`src/rtl/ivd_pkg.sv`:
```
package ivd_pkg;
  localparam int STAT_W   = 8;
  localparam int BUSY_BIT = 5;
  localparam int TAG_W    = 5;
  localparam int TAG_LSB  = 6;
  localparam logic [TAG_W-1:0] TAG_VAL = 5'h1f;

  // legacy request -> vector number, -1 = unmapped
  function automatic int isa_target(input int req);
    case (req)
      1:       return 'h29;
      4:       return 'h2b;
      6:       return 'h27;
      7:       return 'h22;
      12:      return 'h2a;
      default: return -1;
    endcase
  endfunction
endpackage

```
`src/rtl/ivd_isa_map.sv`:
```
module ivd_isa_map #(
  parameter int ISA_N = 16,
  parameter int VEC_N = 64
) (
  input  logic [ISA_N-1:0] isa_i,
  output logic [VEC_N-1:0] vec_o
);
  import ivd_pkg::*;

  always_comb begin
    vec_o = '0;
    for (int i = 0; i < ISA_N; i++) begin
      if (isa_target(i) >= 0 && isa_target(i) < VEC_N)
        vec_o[isa_target(i)] = vec_o[isa_target(i)] | isa_i[i];
    end
  end
endmodule

```
`src/rtl/ivd_pick_low.sv`:
```
module ivd_pick_low #(
  parameter int N     = 64,
  parameter int IDX_W = $clog2(N)
) (
  input  logic [N-1:0]     lines_i,
  output logic             found_o,
  output logic [IDX_W-1:0] idx_o
);
  always_comb begin
    idx_o = '0;
    for (int i = N - 1; i >= 0; i--) begin
      if (lines_i[i]) idx_o = IDX_W'(i);
    end
  end

  assign found_o = |lines_i;
endmodule

```
`src/rtl/ivd_latch.sv`:
```
module ivd_latch #(
  parameter int N      = 64,
  parameter int DATA_W = 64,
  parameter int IDX_W  = $clog2(N)
) (
  input  logic              clk_i,
  input  logic              rst_ni,
  input  logic [N-1:0]      lines_i,
  input  logic              found_i,
  input  logic [IDX_W-1:0]  idx_i,
  output logic              busy_o,
  output logic [DATA_W-1:0] w0_o,
  output logic [DATA_W-1:0] w1_o,
  output logic [DATA_W-1:0] w2_o
);
  import ivd_pkg::*;

  logic              busy_q;
  logic [IDX_W-1:0]  line_q;
  logic [DATA_W-1:0] w0_q, w1_q, w2_q, w0_d;

  always_comb begin
    w0_d = '0;
    w0_d[TAG_LSB +: TAG_W] = TAG_VAL;
    w0_d[IDX_W-1:0]        = idx_i;
  end

  always_ff @(posedge clk_i or negedge rst_ni) begin
    if (!rst_ni) begin
      busy_q <= 1'b0;
      line_q <= '0;
      w0_q   <= '0;
      w1_q   <= '0;
      w2_q   <= '0;
    end else if (!busy_q) begin
      if (found_i) begin
        busy_q <= 1'b1;
        line_q <= idx_i;
        w0_q   <= w0_d;
        w1_q   <= '0;
        w2_q   <= '0;
      end
    end else if (!lines_i[line_q]) begin
      busy_q <= 1'b0;
    end
  end

  assign busy_o = busy_q;
  assign w0_o   = w0_q;
  assign w1_o   = w1_q;
  assign w2_o   = w2_q;

  p_accept_r2: assert property (@(posedge clk_i) disable iff (!rst_ni)
    (!busy_q && found_i) |=> busy_q);
  p_words_r3: assert property (@(posedge clk_i) disable iff (!rst_ni)
    $rose(busy_q) |-> (w1_q == '0 && w2_q == '0 && w0_q[TAG_LSB +: TAG_W] == TAG_VAL));
  p_hold_r5: assert property (@(posedge clk_i) disable iff (!rst_ni)
    (busy_q && $past(busy_q)) |-> $stable(w0_q));
  p_release_r6: assert property (@(posedge clk_i) disable iff (!rst_ni)
    (busy_q && !lines_i[line_q]) |=> (!busy_q && $stable(w0_q)));
endmodule

```
`src/rtl/ivd_dispatch.sv`:
```
module ivd_dispatch #(
  parameter int VEC_N  = 64,
  parameter int ISA_N  = 16,
  parameter int DATA_W = 64
) (
  input  logic              clk_i,
  input  logic              rst_ni,
  input  logic [VEC_N-1:0]  vec_lvl_i,
  input  logic [ISA_N-1:0]  isa_req_i,
  output logic              irq_o,
  output logic [7:0]        status_o,
  output logic [DATA_W-1:0] word0_o,
  output logic [DATA_W-1:0] word1_o,
  output logic [DATA_W-1:0] word2_o
);
  import ivd_pkg::*;

  localparam int IDX_W = $clog2(VEC_N);

  logic [VEC_N-1:0] isa_vec, merged;
  logic             found, busy;
  logic [IDX_W-1:0] pick;

  ivd_isa_map #(.ISA_N(ISA_N), .VEC_N(VEC_N)) u_map (
    .isa_i (isa_req_i),
    .vec_o (isa_vec)
  );

  assign merged = vec_lvl_i | isa_vec;

  ivd_pick_low #(.N(VEC_N)) u_pick (
    .lines_i (merged),
    .found_o (found),
    .idx_o   (pick)
  );

  ivd_latch #(.N(VEC_N), .DATA_W(DATA_W)) u_latch (
    .clk_i   (clk_i),
    .rst_ni  (rst_ni),
    .lines_i (merged),
    .found_i (found),
    .idx_i   (pick),
    .busy_o  (busy),
    .w0_o    (word0_o),
    .w1_o    (word1_o),
    .w2_o    (word2_o)
  );

  always_comb begin
    status_o = '0;
    status_o[BUSY_BIT] = busy;
  end
  assign irq_o = busy;

  p_lowest_r4: assert property (@(posedge clk_i) disable iff (!rst_ni)
    found |-> (merged[pick] && (merged & ((VEC_N'(1) << pick) - VEC_N'(1))) == '0));
  p_isa_count_r8: assert property (@(posedge clk_i) disable iff (!rst_ni)
    $countones(isa_vec) <= $countones(isa_req_i));
  p_status_r9: assert property (@(posedge clk_i) disable iff (!rst_ni)
    $countones(status_o) <= 1);
endmodule

```
`config.mk`:
```
export PLATFORM = sky130hd
export DESIGN_NAME = ivd_dispatch
export DESIGN_NICKNAME = d
export VERILOG_FILES = /design/src/rtl/ivd_pkg.sv /design/src/rtl/ivd_isa_map.sv /design/src/rtl/ivd_pick_low.sv /design/src/rtl/ivd_latch.sv /design/src/rtl/ivd_dispatch.sv
export SDC_FILE = /design/constraint.sdc
export NUM_CORES = 1
export LEC_CHECK = 0
export ABC_AREA = 1
export BUFFER_PORTS_ARGS = -buffer_cell sky130_fd_sc_hd__buf_4
export CAP_MARGIN = 10
export CELL_PAD_IN_SITES_DETAIL_PLACEMENT = 0
export CELL_PAD_IN_SITES_GLOBAL_PLACEMENT = 2
export CORE_UTILIZATION = 20
export CTS_CLUSTER_SIZE = 20
export DETAILED_ROUTE_END_ITERATION = 6
export PLACE_DENSITY_LB_ADDON = 0.12
export REMOVE_ABC_BUFFERS = 1
export SETUP_SLACK_MARGIN = 0.02
export SLEW_MARGIN = 20
export SYNTH_ARGS = -nofsm -noshare
export SYNTH_HDL_FRONTEND = slang
export SYNTH_HIERARCHICAL = 1
export SYNTH_SLANG_ARGS = --single-unit
```
`constraint.sdc`:
```
create_clock -name clk_i -period 1.8 [get_ports clk_i]
set_clock_uncertainty 0.15 [all_clocks]
set_input_delay 0.09 -clock clk_i [delete_from_list [all_inputs] [get_ports clk_i]]
set_output_delay 0.09 -clock clk_i [all_outputs]
set_load 0.02 [all_outputs]
```
== After elaboration in Yosys (flattened, before gate mapping) ==
Index checks and enable logic that the tools add are counted.

* Register bits: 14
* Output and inout port bits: 201
* Word-level logic and storage cells: 77

* $lt $le $gt $ge: 1
* Muxes and demuxes: 69
* Bitwise gates (word level): 2
* Reductions and logical operators: 2

{| class="wikitable"
|+ Operator list
! cell !! count
|-
| 6-bit 2-to-1 mux || 64
|-
| 64-bit by 44-bit OR with 64-bit output || 1
|-
| 64-bit OR reduction || 1
|-
| 6-bit by 7-bit < comparator with 1-bit output, second input constant || 1
|-
| 1-bit binary-select mux with 6-bit select || 1
|-
| 1-bit 2-to-1 mux || 4
|-
| 2-bit AND reduction || 1
|-
| 1-bit NOT || 1
|}

== Depth between registers and ports, before layout ==
* Word-level depth: 65
* Depth in mapped cells: 68
* Depth with buffers taken out: 67

== Cells and area by module ==
Netlist, hierarchy kept.

{| class="wikitable"
|+ Modules (own cells, without submodules)
! module !! instances !! cells an instance !! area an instance (um^2) !! sequential area each (um^2)
|-
| ivd_latch || 1 || 365 || 2376.0 || 200.2
|-
| ivd_pick_low || 1 || 235 || 1024.7 || 0.0
|-
| ivd_dispatch || 1 || 201 || 784.5 || 0.0
|-
| ivd_isa_map || 1 || 65 || 484.2 || 0.0
|}

== Worst setup path after synthesis ==
Ideal clock, no wire load.

* Kind: input-to-reg
* Start: input port vec_lvl_i[62]
* End: register u_latch.line_q[0]
* Library setup time: 0.078 ns
* Arrival time: 3.033 ns
* Data required time: 1.572 ns
* Path slack: -1.461 ns
* Stages: 67
* Buffers on the path: 0
* Cells stage by stage: inv_1 -> nand2_1 -> inv_1 -> nand2_1 -> nand2_1 -> nand2_1 -> nand2_1 -> nand2_1 -> nand2_1 -> nand2_1 -> nand2_1 -> nand2_1 -> nand2_1 -> nand2_1 -> nand2_1 -> nand2_1 -> nand2_1 -> nand2_1 -> [31 not listed] -> nand2_1 -> nand2_1 -> nand2_1 -> nand2_1 -> nand2_1 -> nand2_1 -> nand2_1 -> nand2_1 -> nand2_1 -> nand2_1 -> nand2_1 -> nand2_1 -> nand2_1 -> nand2_1 -> nand2_1 -> a21oi_2 -> nor2_1 -> a21oi_1

* Cells in the longest elaborated chain, start to end: 64
* Elaborated cells on any way between the ends: 66
* Classes of those cells: mux (63); bitwise (1); reduce/logical (2)

{| class="wikitable"
|+ RTL lines
! what !! line !! text
|-
| from (decl) || ivd_dispatch.sv:8 || <nowiki>input logic [VEC_N-1:0] vec_lvl_i,</nowiki>
|-
| 64-bit by 44-bit OR with 64-bit output || ivd_dispatch.sv:29 || <nowiki>assign merged = vec_lvl_i | isa_vec;</nowiki>
|-
| via merged[62] || ivd_dispatch.sv:20 || <nowiki>logic [VEC_N-1:0] isa_vec, merged;</nowiki>
|-
| 6-bit 2-to-1 mux (63 in a row) || ivd_pick_low.sv:12 || <nowiki>if (lines_i[i]) idx_o = IDX_W'(i);</nowiki>
|-
| via pick[0] || ivd_dispatch.sv:22 || <nowiki>logic [IDX_W-1:0] pick;</nowiki>
|-
| to (signal assigned) || ivd_latch.sv:38 || <nowiki>line_q <= idx_i;</nowiki>
|-
| to (decl) || ivd_latch.sv:19 || <nowiki>logic [IDX_W-1:0] line_q;</nowiki>
|}

The timed path passes the listed nets, and every way through them passes these cells.
A chain may end at the register's enable or synchronous reset.

== Worst setup path after layout ==
* Start: input port vec_lvl_i[61]
* End: register u_latch.line_q[0]

* Cells in the longest elaborated chain, start to end: 63
* Elaborated cells on any way between the ends: 65
* Classes of those cells: mux (62); bitwise (1); reduce/logical (2)

{| class="wikitable"
|+ RTL lines
! what !! line
|-
| 64-bit by 44-bit OR with 64-bit output || ivd_dispatch.sv:29
|-
| via merged[61] || ivd_dispatch.sv:20
|-
| 6-bit 2-to-1 mux (62 in a row) || ivd_pick_low.sv:12
|-
| via pick[0] || ivd_dispatch.sv:22
|}

The timed path passes the listed nets, and every way through them passes these cells.

==> reports/results.ini <==
[outcome]
outcome=finished with violations
failed_checks=setup timing

[grt]
grt.overflow.total=0
antenna_found_initial=0
grt_use_total_pct=8.548
grt_pass1_wl_mm=16.69
grt_pass1_vias=3457
grt_max_degree=34

[worst_setup_path]
path_depth=67
end_kind=flip-flop
cpLargestDelayFamily=simple AND/OR/NAND/NOR gates
reg2reg_depth=11
cp_slowest_stage_delay_ns=0.11
crit_path_start_kind=primary input
cp_common_cell=nand2_1
r2r_start=u_latch/line_q[0]
critPathBufInv=3
worstPathArrival_ns=3.46
critPathRequiredTime_ns=1.75
path_class=primary input to flip-flop
slowest_stage=buf_4
timing.critical_path.from=vec_lvl_i[61]
critPathMaxFanout=2

[timing]
setup_ws_ns=-1.703
report.final.hold_viol_count=0
setup_viol=3
layout_min_cycle_time_ns=3.503
hold_slack_ns=0.08574
rsz0062_at_grt=yes
max_clock_freq_ghz=0.2855
slew_violations=0
post-route-period-util_pct=194.6

[cells_and_area]
finalNonFillerCells=1326
fin_nets=1097
diodes=0
nFillCells=2740
multi_input_area_mm2=0.002618
area_growth_pct=17.23
drive_above_1_share_pct=21.22
final_core_util_pct=24.03
layout.area.seq_um2=200.2

[clock_tree]
cts_tree=done
root_buffer=clkbuf_16
clock_sinks=8
clkTransAtPathRegs_ns=0.04
insertion_delay_ns=0.23
ctsLongestPathBuffers=2
htreeDepth=1
numCtsBuffers=3

[pwr]
ir_worst_vdd_mv=0.4479
power_density_mw_per_mm2=645.0
p_leak_nw=3.482

[synthesis]
ys.flop_type=dfrtp_1
netlist_area_mm2=0.004669
ys_seq_area_share_pct=4.287
synth-async-reset-ratio_pct=100.0
synth_area_leaders=buf_4 42%, nand2_1 20%, inv_1 15%, nand3_1 6.4%, dfrtp_1 4.3%
ys_ff_latch=8
synth_top_area_share_pct=41.80
avgSynthCellArea_um2=5.392
synth_top_cell_by_area=buf_4
ys.warnings.count=6
syn-instance-count=866
synth_cell_type_count=25
synth_edf_count=0

[die]
std_cell_rows=55
core_mm2=0.02278
die_h_um=154.8
dieArea_mm2=0.02396
top_level_ports=283
die_w_um=154.8
start_util_pct=20.50

[placed_design]
io_buffers=83
gp_congestion=0.7069
dpl.hpwl_mm=8.852
dp.cells=1317
dp_slack_ns=-2.097

[drt]
vias=4007
drt-total-wl_mm=10.54
drcViolationCount=0
drt-initial-drc-count=77
routedWlPerCell_um=7.946
first_pass_iters=4
drt-vias-per-instance=3.022
ant_nets=0

[flow_run]
drv_cap=0

[hold_path]
hp-class=primary input to asynchronous set/reset pin

[area by class of cell]
type | instances | share of cell area (%)
Multi-Input combinational cell | 628 | 47.82
Inverter | 205 | 16.00
Clock buffer | 3 | 1.371
Timing Repair Buffer | 169 | 24.00
Sequential cell | 8 | 3.657
Tap cell | 313 | 7.154
[logic make-up after synthesis]
kind of cell,count (synthesis),synth area share (%)
simple gates,363,30.95
other cells,3,0.2411
buf+inv,474,62.25
flops,8,4.287
compound gates,18,2.278
[state kept, by name (all words and copies together), names as in the netlist]
register / flops
u_latch/line_q: 5
u_latch/w0_o: 2
u_latch/busy_o: 1
[stage by stage]
stage                     area [um^2]  setup TNS, ns  total power [W]
after floorplan                  3552         -2.317         0.002062
after global placement           5180         -6.085         0.003180
after detailed placement         5180         -5.888         0.003160
after CTS                        5376         -3.340         0.003582
after global routing             5474         -4.783         0.003976
final                            5474         -3.029         0.003531
[cells in the mapped netlist, drive strengths merged (2+ instances only)]
cell,count
buf,268
nand2,249
inv,197
nand3,60
nor2,50
a21oi,11
dfrtp,8
bufinv,7
conb,3
nor3,2
nor4,2
o21ai,2
[power by group]
part           switching [W]  total, W  internal, W
logic                0.00183   0.00280     0.000971
registers           0.000102  0.000363     0.000261
clock network      0.0000815  0.000367     0.000286
total                0.00201   0.00353      0.00152
[worst paths after layout]
kind                                     endpoint  slack [ns]
min in group clk_i              u_latch/line_q[2]        0.22
worst min register to register     u_latch/busy_o        0.40
worst max register to register     u_latch/busy_o        0.12
worst min-delay path              u_latch/w0_o[6]        0.09
worst max-delay path            u_latch/line_q[0]       -1.70
max in group asynchronous       u_latch/line_q[1]        1.28
[placed cells by master (no fill, tap or decap), types with 2 or more instances in the layout]
cell type / synthesis / final
a21oi_2: 1 / 4
bufinv_8: 7 / 7
inv_2: 3 / 6
buf_4: 260 / 159
nor2_1: 50 / 40
nand2_2: 0 / 7
inv_1: 192 / 189
nor2_2: 0 / 6
nand3_2: 0 / 2
nand3_1: 60 / 57
dfrtp_1: 8 / 8
buf_6: 6 / 8
clkbuf_16: 0 / 3
nor2_4: 0 / 4
nand2_1: 249 / 242
conb_1: 3 / 247
a21oi_1: 10 / 7
[timing repair]
action,in CTS,in global routing
hold endpoints to repair,8,0
hold buffers,1,0
gates resized for setup,25,25
pin swaps,15,27
endpoints found under the setup margin,8,8
buffers inserted,10,4
[worst reg2reg max path: cells and delay by family (launching register included)]
kind / cells / cell delay [ns]
AND/OR/NAND/NOR: 10 / 0.77
flip-flops: 1 / 0.47
buffers and inverters: 1 / 0.23
[metal layers]
metal / vias to the layer above / routed length (um) / GRT usage, %
met5: - / 0 / 0
met4: 0 / 45 / 1.414
met3: 2 / 460 / 0.7565
met2: 125 / 5173 / 15.28
met1: 1614 / 4856 / 11.23
li1: 2266 / - / -
(Power assumes the default switching activity.)
